===== config.mk =====
export PLATFORM = sky130hd
export DESIGN_NAME = load_dep_steer
export DESIGN_NICKNAME = d
export VERILOG_FILES = /design/src/rtl/ldsteer_pkg.sv /design/src/rtl/ldsteer_dpath.sv /design/src/rtl/ldsteer_ctrl.sv /design/src/rtl/load_dep_steer.sv
export SDC_FILE = /design/constraint.sdc
export NUM_CORES = 1
export LEC_CHECK = 0
export ABC_CLOCK_PERIOD_IN_PS = 7190
export BUFFER_PORTS_ARGS = -buffer_cell sky130_fd_sc_hd__buf_2
export CORE_MARGIN = 1
export CORE_UTILIZATION = 30
export DETAILED_ROUTE_END_ITERATION = 12
export PLACE_DENSITY_LB_ADDON = 0.12
export REMOVE_ABC_BUFFERS = 1
export SLEW_MARGIN = 30
export SYNTH_ARGS = -nofsm -noshare
export SYNTH_HDL_FRONTEND = slang
export SYNTH_HIERARCHICAL = 1
export SYNTH_SLANG_ARGS = --single-unit

===== constraint.sdc =====
create_clock -name clk -period 7.19 [get_ports clk]
set_clock_uncertainty 0.15 [all_clocks]
set_input_delay 0.719 -clock clk [delete_from_list [all_inputs] [get_ports clk]]
set_output_delay 0.719 -clock clk [all_outputs]
set_load 0.02 [all_outputs]

===== src/rtl/ldsteer_pkg.sv =====
package ldsteer_pkg;

  // Where a decoded load is sent this cycle.
  typedef enum logic [1:0] {
    TGT_NONE  = 2'd0,
    TGT_ASSOC = 2'd1,
    TGT_BANK  = 2'd2
  } steerTarget_e;

  // Strobes from the control into the datapath.
  typedef struct packed {
    logic tblWrEn;    // set the trained entry to dependent
    logic rrAdvance;  // move the bank pointer past the granted bank
  } steerStrobe_t;

endpackage


===== src/rtl/ldsteer_dpath.sv =====
module ldsteer_dpath
  import ldsteer_pkg::*;
#(
  parameter int PC_W   = 32,
  parameter int IDX_W  = 6,
  parameter int NBANKS = 3,
  parameter int BANK_W = (NBANKS > 1) ? $clog2(NBANKS) : 1
) (
  input  logic              clk,
  input  logic              rstN,
  input  steerStrobe_t      strobe,
  input  logic [PC_W-1:0]   loadPc,
  input  logic [PC_W-1:0]   trainPc,
  input  logic [BANK_W-1:0] grantBank,
  output logic              predDep,
  output logic [BANK_W-1:0] rrPtr
);

  localparam int ENTRIES = 1 << IDX_W;
  localparam logic [BANK_W-1:0] LAST_BANK = BANK_W'(NBANKS - 1);

  logic [ENTRIES-1:0] tbl;
  logic [IDX_W-1:0]   loadIdx;
  logic [IDX_W-1:0]   trainIdx;
  logic               sameIdx;

  // Loads are word aligned, so the two lowest PC bits carry no information.
  assign loadIdx  = loadPc[IDX_W+1:2];
  assign trainIdx = trainPc[IDX_W+1:2];
  assign sameIdx  = strobe.tblWrEn && (trainIdx == loadIdx);

  // Sticky prediction table: bits are only ever set, and reset clears them all.
  always_ff @(posedge clk) begin
    if (!rstN) begin
      tbl <= '0;
    end else if (strobe.tblWrEn) begin
      tbl[trainIdx] <= 1'b1;
    end
  end

  // A training write in the same cycle wins over the stored value.
  assign predDep = tbl[loadIdx] | sameIdx;

  // Round-robin bank pointer.
  always_ff @(posedge clk) begin
    if (!rstN) begin
      rrPtr <= '0;
    end else if (strobe.rrAdvance) begin
      rrPtr <= (grantBank == LAST_BANK) ? '0 : grantBank + 1'b1;
    end
  end

  // No entry ever goes from dependent back to independent while out of reset.
  assert_sticky_R2: assert property (@(posedge clk) disable iff (!rstN)
    (($past(tbl) & ~tbl) == '0))
    else $error("table entry was cleared");

  // A training write is visible in the table on the following cycle.
  assert_train_sets_R2: assert property (@(posedge clk) disable iff (!rstN)
    strobe.tblWrEn |=> tbl[$past(trainIdx)])
    else $error("trained entry not set");

  // The pointer only ever names an existing bank.
  assert_ptr_range_R8: assert property (@(posedge clk) disable iff (!rstN)
    (rrPtr <= LAST_BANK))
    else $error("bank pointer out of range");

endmodule


===== src/rtl/ldsteer_ctrl.sv =====
module ldsteer_ctrl
  import ldsteer_pkg::*;
#(
  parameter int NBANKS = 3,
  parameter int BANK_W = (NBANKS > 1) ? $clog2(NBANKS) : 1
) (
  input  logic              clk,
  input  logic              rstN,
  input  logic              loadValid,
  input  logic              trainValid,
  input  logic              predDep,
  input  logic              assocFull,
  input  logic [NBANKS-1:0] bankFull,
  input  logic [BANK_W-1:0] rrPtr,
  output steerStrobe_t      strobe,
  output logic              allocValid,
  output logic              allocAssoc,
  output logic [BANK_W-1:0] allocBank,
  output logic              stall
);

  steerTarget_e      target;
  logic              bankFound;
  logic [BANK_W-1:0] bankPick;
  int                cand;

  // First bank with room, searching upward from the pointer with wraparound.
  always_comb begin
    bankFound = 1'b0;
    bankPick  = '0;
    cand      = 0;
    for (int k = 0; k < NBANKS; k++) begin
      cand = int'(rrPtr) + k;
      if (cand >= NBANKS) cand = cand - NBANKS;
      if (!bankFound && !bankFull[BANK_W'(cand)]) begin
        bankFound = 1'b1;
        bankPick  = BANK_W'(cand);
      end
    end
  end

  // Steering decision.
  always_comb begin
    target = TGT_NONE;
    if (loadValid) begin
      if (predDep) begin
        target = assocFull ? TGT_NONE : TGT_ASSOC;
      end else if (bankFound) begin
        target = TGT_BANK;
      end else if (!assocFull) begin
        target = TGT_ASSOC;
      end
    end
  end

  assign allocValid = (target != TGT_NONE);
  assign allocAssoc = (target == TGT_ASSOC);
  assign allocBank  = (target == TGT_BANK) ? bankPick : '0;
  assign stall      = loadValid && (target == TGT_NONE);

  always_comb begin
    strobe           = '0;
    strobe.tblWrEn   = trainValid;
    strobe.rrAdvance = (target == TGT_BANK);
  end

  assert_dep_to_assoc_R4: assert property (@(posedge clk) disable iff (!rstN)
    (loadValid && predDep && !assocFull) |-> (allocValid && allocAssoc))
    else $error("dependent load not sent to associative queue");

  assert_bank_has_room_R9: assert property (@(posedge clk) disable iff (!rstN)
    (allocValid && !allocAssoc) |-> !bankFull[allocBank])
    else $error("grant to a full bank");

  assert_stall_no_grant_R7: assert property (@(posedge clk) disable iff (!rstN)
    stall |-> !allocValid)
    else $error("stall together with grant");

  assert_ptr_hold_R10: assert property (@(posedge clk) disable iff (!rstN)
    (!allocValid || allocAssoc) |=> $stable(rrPtr))
    else $error("bank pointer moved without a bank grant");

  assert_idle_R12: assert property (@(posedge clk) disable iff (!rstN)
    !loadValid |-> (!allocValid && !stall))
    else $error("activity without a load");

endmodule


===== src/rtl/load_dep_steer.sv =====
module load_dep_steer
  import ldsteer_pkg::*;
#(
  parameter int PC_W   = 32,
  parameter int IDX_W  = 6,
  parameter int NBANKS = 3,
  localparam int BANK_W = (NBANKS > 1) ? $clog2(NBANKS) : 1
) (
  input  logic              clk,
  input  logic              rstN,
  input  logic              loadValid,
  input  logic [PC_W-1:0]   loadPc,
  input  logic              trainValid,
  input  logic [PC_W-1:0]   trainPc,
  input  logic              assocFull,
  input  logic [NBANKS-1:0] bankFull,
  output logic              predDep,
  output logic              allocValid,
  output logic              allocAssoc,
  output logic [BANK_W-1:0] allocBank,
  output logic              stall
);

  steerStrobe_t      strobe;
  logic [BANK_W-1:0] rrPtr;

  ldsteer_ctrl #(
    .NBANKS (NBANKS),
    .BANK_W (BANK_W)
  ) u_ctrl (
    .clk        (clk),
    .rstN       (rstN),
    .loadValid  (loadValid),
    .trainValid (trainValid),
    .predDep    (predDep),
    .assocFull  (assocFull),
    .bankFull   (bankFull),
    .rrPtr      (rrPtr),
    .strobe     (strobe),
    .allocValid (allocValid),
    .allocAssoc (allocAssoc),
    .allocBank  (allocBank),
    .stall      (stall)
  );

  ldsteer_dpath #(
    .PC_W   (PC_W),
    .IDX_W  (IDX_W),
    .NBANKS (NBANKS),
    .BANK_W (BANK_W)
  ) u_dpath (
    .clk       (clk),
    .rstN      (rstN),
    .strobe    (strobe),
    .loadPc    (loadPc),
    .trainPc   (trainPc),
    .grantBank (allocBank),
    .predDep   (predDep),
    .rrPtr     (rrPtr)
  );

endmodule


==> metrics.cfg <==
[global_route]
antenna_found_initial = 0
grt_pass1_vias = 2345
grt_usage = 0.151
grt_first_pass_wirelength_um = 12700
grt_start_max_net_pins = 67
overflow = 0

[final_layout]
multiInputGateArea_um2 = 1780
final_cells = 483
register_area_um2 = 1320
synthToLayoutAreaGrowth_pct = 12.7
final_util = 0.351
final_nets = 418
layout-drive-gt1-share = 0.156
n_antenna_cell = 0
fillers = 1126

[outcome]
status = completed

[synthesis]
async_flop_share = 0
synth_cell_types = 44
synth_edf_count = 0
ys_seq_area_frac = 0.409
syn_avg_cell_area_um2 = 10.0
synth_seq_cells = 66
yosys-top-cells-area = dfxtp_1 (41%), nor2b_1 (13%), a21oi_1 (11%)
synth_ff_type = dfxtp_1
synth_largest_area_cell = dfxtp_1
netlist_instances = 323
yosysWarnings = 6
synth_area_um2 = 3230
synth_top_area_frac = 0.409

[sta]
max_freq_mhz = 215
hold_violations = 0
fin_hold_ws_ns = 0.329
setup_slack_ns = 2.55
finalMaxSlewViolations = 0
post-route-period-util = 0.645
setup_tns_ns = 0
setup_violations = 0
period_needed_ns = 4.64
relSlewSlack = 0.331
tightest_slew_ns = 1.00
rsz0062_at_grt = no

[critical_path]
path_buf_inv = 3
crit_path_end_kind = primary output
cp_max_fo = 16
max_stage_delay_ns = 0.64
cp.arrival_ns = 3.77
critPathKind = input port to primary output
r2r-start = u_dpath/tbl[19]
cp-endpoint = allocBank[0]
r2r_end = u_dpath/rrPtr[1]
setup.worst_path.start = loadPc[3]
critPathLaunchType = input port
crit_slowest_cell = mux4_1
regToRegSetupSlack_ns = 4.06
path_delay_family = multiplexers
required_ns = 6.32
path_cells = buf_2, mux4_1, mux4_2, nor2_1, a211oi_1, or3_1, nor2_1, o31ai_4, inv_2, and3_1, buf_2
cp.depth = 11
reg2reg_depth = 12

[clock_tree]
ctsResizeCount = 0
cts_sinks = 66
clk_path_buf_depth = 2
cts_tree = built
root_buffer = clkbuf_8
post_cts_buffers = 0
clock_latency_ns = 0.34
htree_levels = 3
hold_buffers = 0
numCtsBuffers = 9
path_clk_slew_ns = 0.06

[place]
placed_cells = 467
port_buffers = 25
dpl_worst_slack_ns = 2.54
post-dp-hpwl_um = 5140
gp_congestion = 0.767

[detailed_routing]
routed_wl_um = 7890
drt-initial-drc-count = 98
dr.pass1.iters = 4
routedWlPerCell_um = 16.3
viasPerCell = 4.98
drc = 0
ant_nets = 0
num_vias = 2404

[power]
cellLeakagePower_nw = 1.34
p_per_area_nw_per_um2 = 214
peakVddDrop_mv = 0.0927

[floorplanning]
ios = 78
die_x_um = 106
core-area_um2 = 10400
fp.dieH_um = 106
num_rows = 37
start_util = 0.312
die_area_um2 = 11200

[job]
cap_violations = 0

[min_path]
hp-class = register to register

[per-stage QoR]
stage | power [W] | cell area (µm²)
global route | 0.000818 | 3640
finish | 0.000778 | 3640
CTS | 0.000788 | 3630
global placement | 0.000472 | 3430
floorplan | 0.000436 | 3120
detailed placement | 0.000472 | 3430
[flip-flops by register name, indices dropped and copies added, names as in the netlist]
register	cells
u_dpath/tbl	64
u_dpath/rrPtr	2
[routing by layer]
metal / GRT usage / vias to the layer above / part of all wire
li1: - / 1182 / -
met1: 0.206 / 1150 / 0.50
met2: 0.234 / 61 / 0.45
met3: 0.0272 / 11 / 0.037
met4: 0.0655 / 0 / 0.014
met5: 0 / - / 0
[kinds of logic (layout without fill, tap and decap cells)]
| logic type | count (synthesis) | in the layout | synth area share |
|---|---|---|---|
| compound gates | 81 | 81 | 0.137 |
| xor+xnor | 6 | 6 | 0.0163 |
| mux | 28 | 28 | 0.173 |
| fa+ha+maj | 4 | 4 | 0.0155 |
| buf+inv | 27 | 51 | 0.0433 |
| simple gates | 111 | 111 | 0.206 |
| flops | 66 | 66 | 0.409 |
[synthesized netlist by cell type (all sizes together), types with 2 or more instances]
cell type   n
nor3b       4
ha          4
nor4        2
mux4       18
nor2b      66
nand2       5
nand2b      9
nor2       10
xor2        3
a21oi      69
mux2i       7
dfxtp      66
and3b       2
inv         8
buf         4
xnor2       3
mux2        3
clkbuf     15
o21ai       4
nor3        4
and3        3
[how the worst min path moves through the flow]
| stage | start | endpoint | slack, ns | depth (start not counted) |
|---|---|---|---|---|
| 5_1_grt | u_dpath/tbl[0] | u_dpath/tbl[0] | 0.35 | 2 |
| 3_3_place_gp | u_dpath/tbl[31] | u_dpath/tbl[31] | 0.31 | 2 |
| 3_5_place_dp | u_dpath/tbl[57] | u_dpath/tbl[57] | 0.32 | 2 |
| 6_report | u_dpath/tbl[18] | u_dpath/tbl[18] | 0.33 | 2 |
| 4_1_cts | u_dpath/tbl[57] | u_dpath/tbl[57] | 0.34 | 2 |
| 2_1_floorplan | u_dpath/tbl[13] | u_dpath/tbl[13] | 0.30 | 2 |
[layout make-up]
class | instances | area share
multi-input cells | 230 | 0.489
flip-flops and latches | 66 | 0.363
well taps | 136 | 0.0467
clock buffers | 14 | 0.0446
repair buffers | 27 | 0.0391
clock inverters | 2 | 0.00962
inverters | 8 | 0.00824
[cell usage in the layout, fill, tap and decap left out, drive strengths merged, types with 5 or more instances in the layout]
cell / count
nor2b: 66
buf: 27
clkbuf: 14
nor2: 10
inv: 8
nand2: 5
mux2i: 7
mux4: 18
dfxtp: 66
a21oi: 69
nand2b: 9
[worst reg2reg max path: cells and delay by family, from the launching register on]
kind / cells / cell delay [ns]
AOI/OAI and AO/OA: 3 / 0.30
buffers and inverters: 1 / 0.10
DFF: 1 / 0.31
muxes: 2 / 1.02
and+or+nand+nor: 6 / 1.19
[where the power goes]
part / leakage (nW) / total (W) / internal (W) / switching [W]
combinational: 0.706 / 0.0000927 / 0.0000379 / 0.0000548
sequential: 0.532 / 0.000371 / 0.000369 / 0.00000232
clock: 0.101 / 0.000314 / 0.000179 / 0.000135
Note: power is estimated with default switching activity, not from simulation.
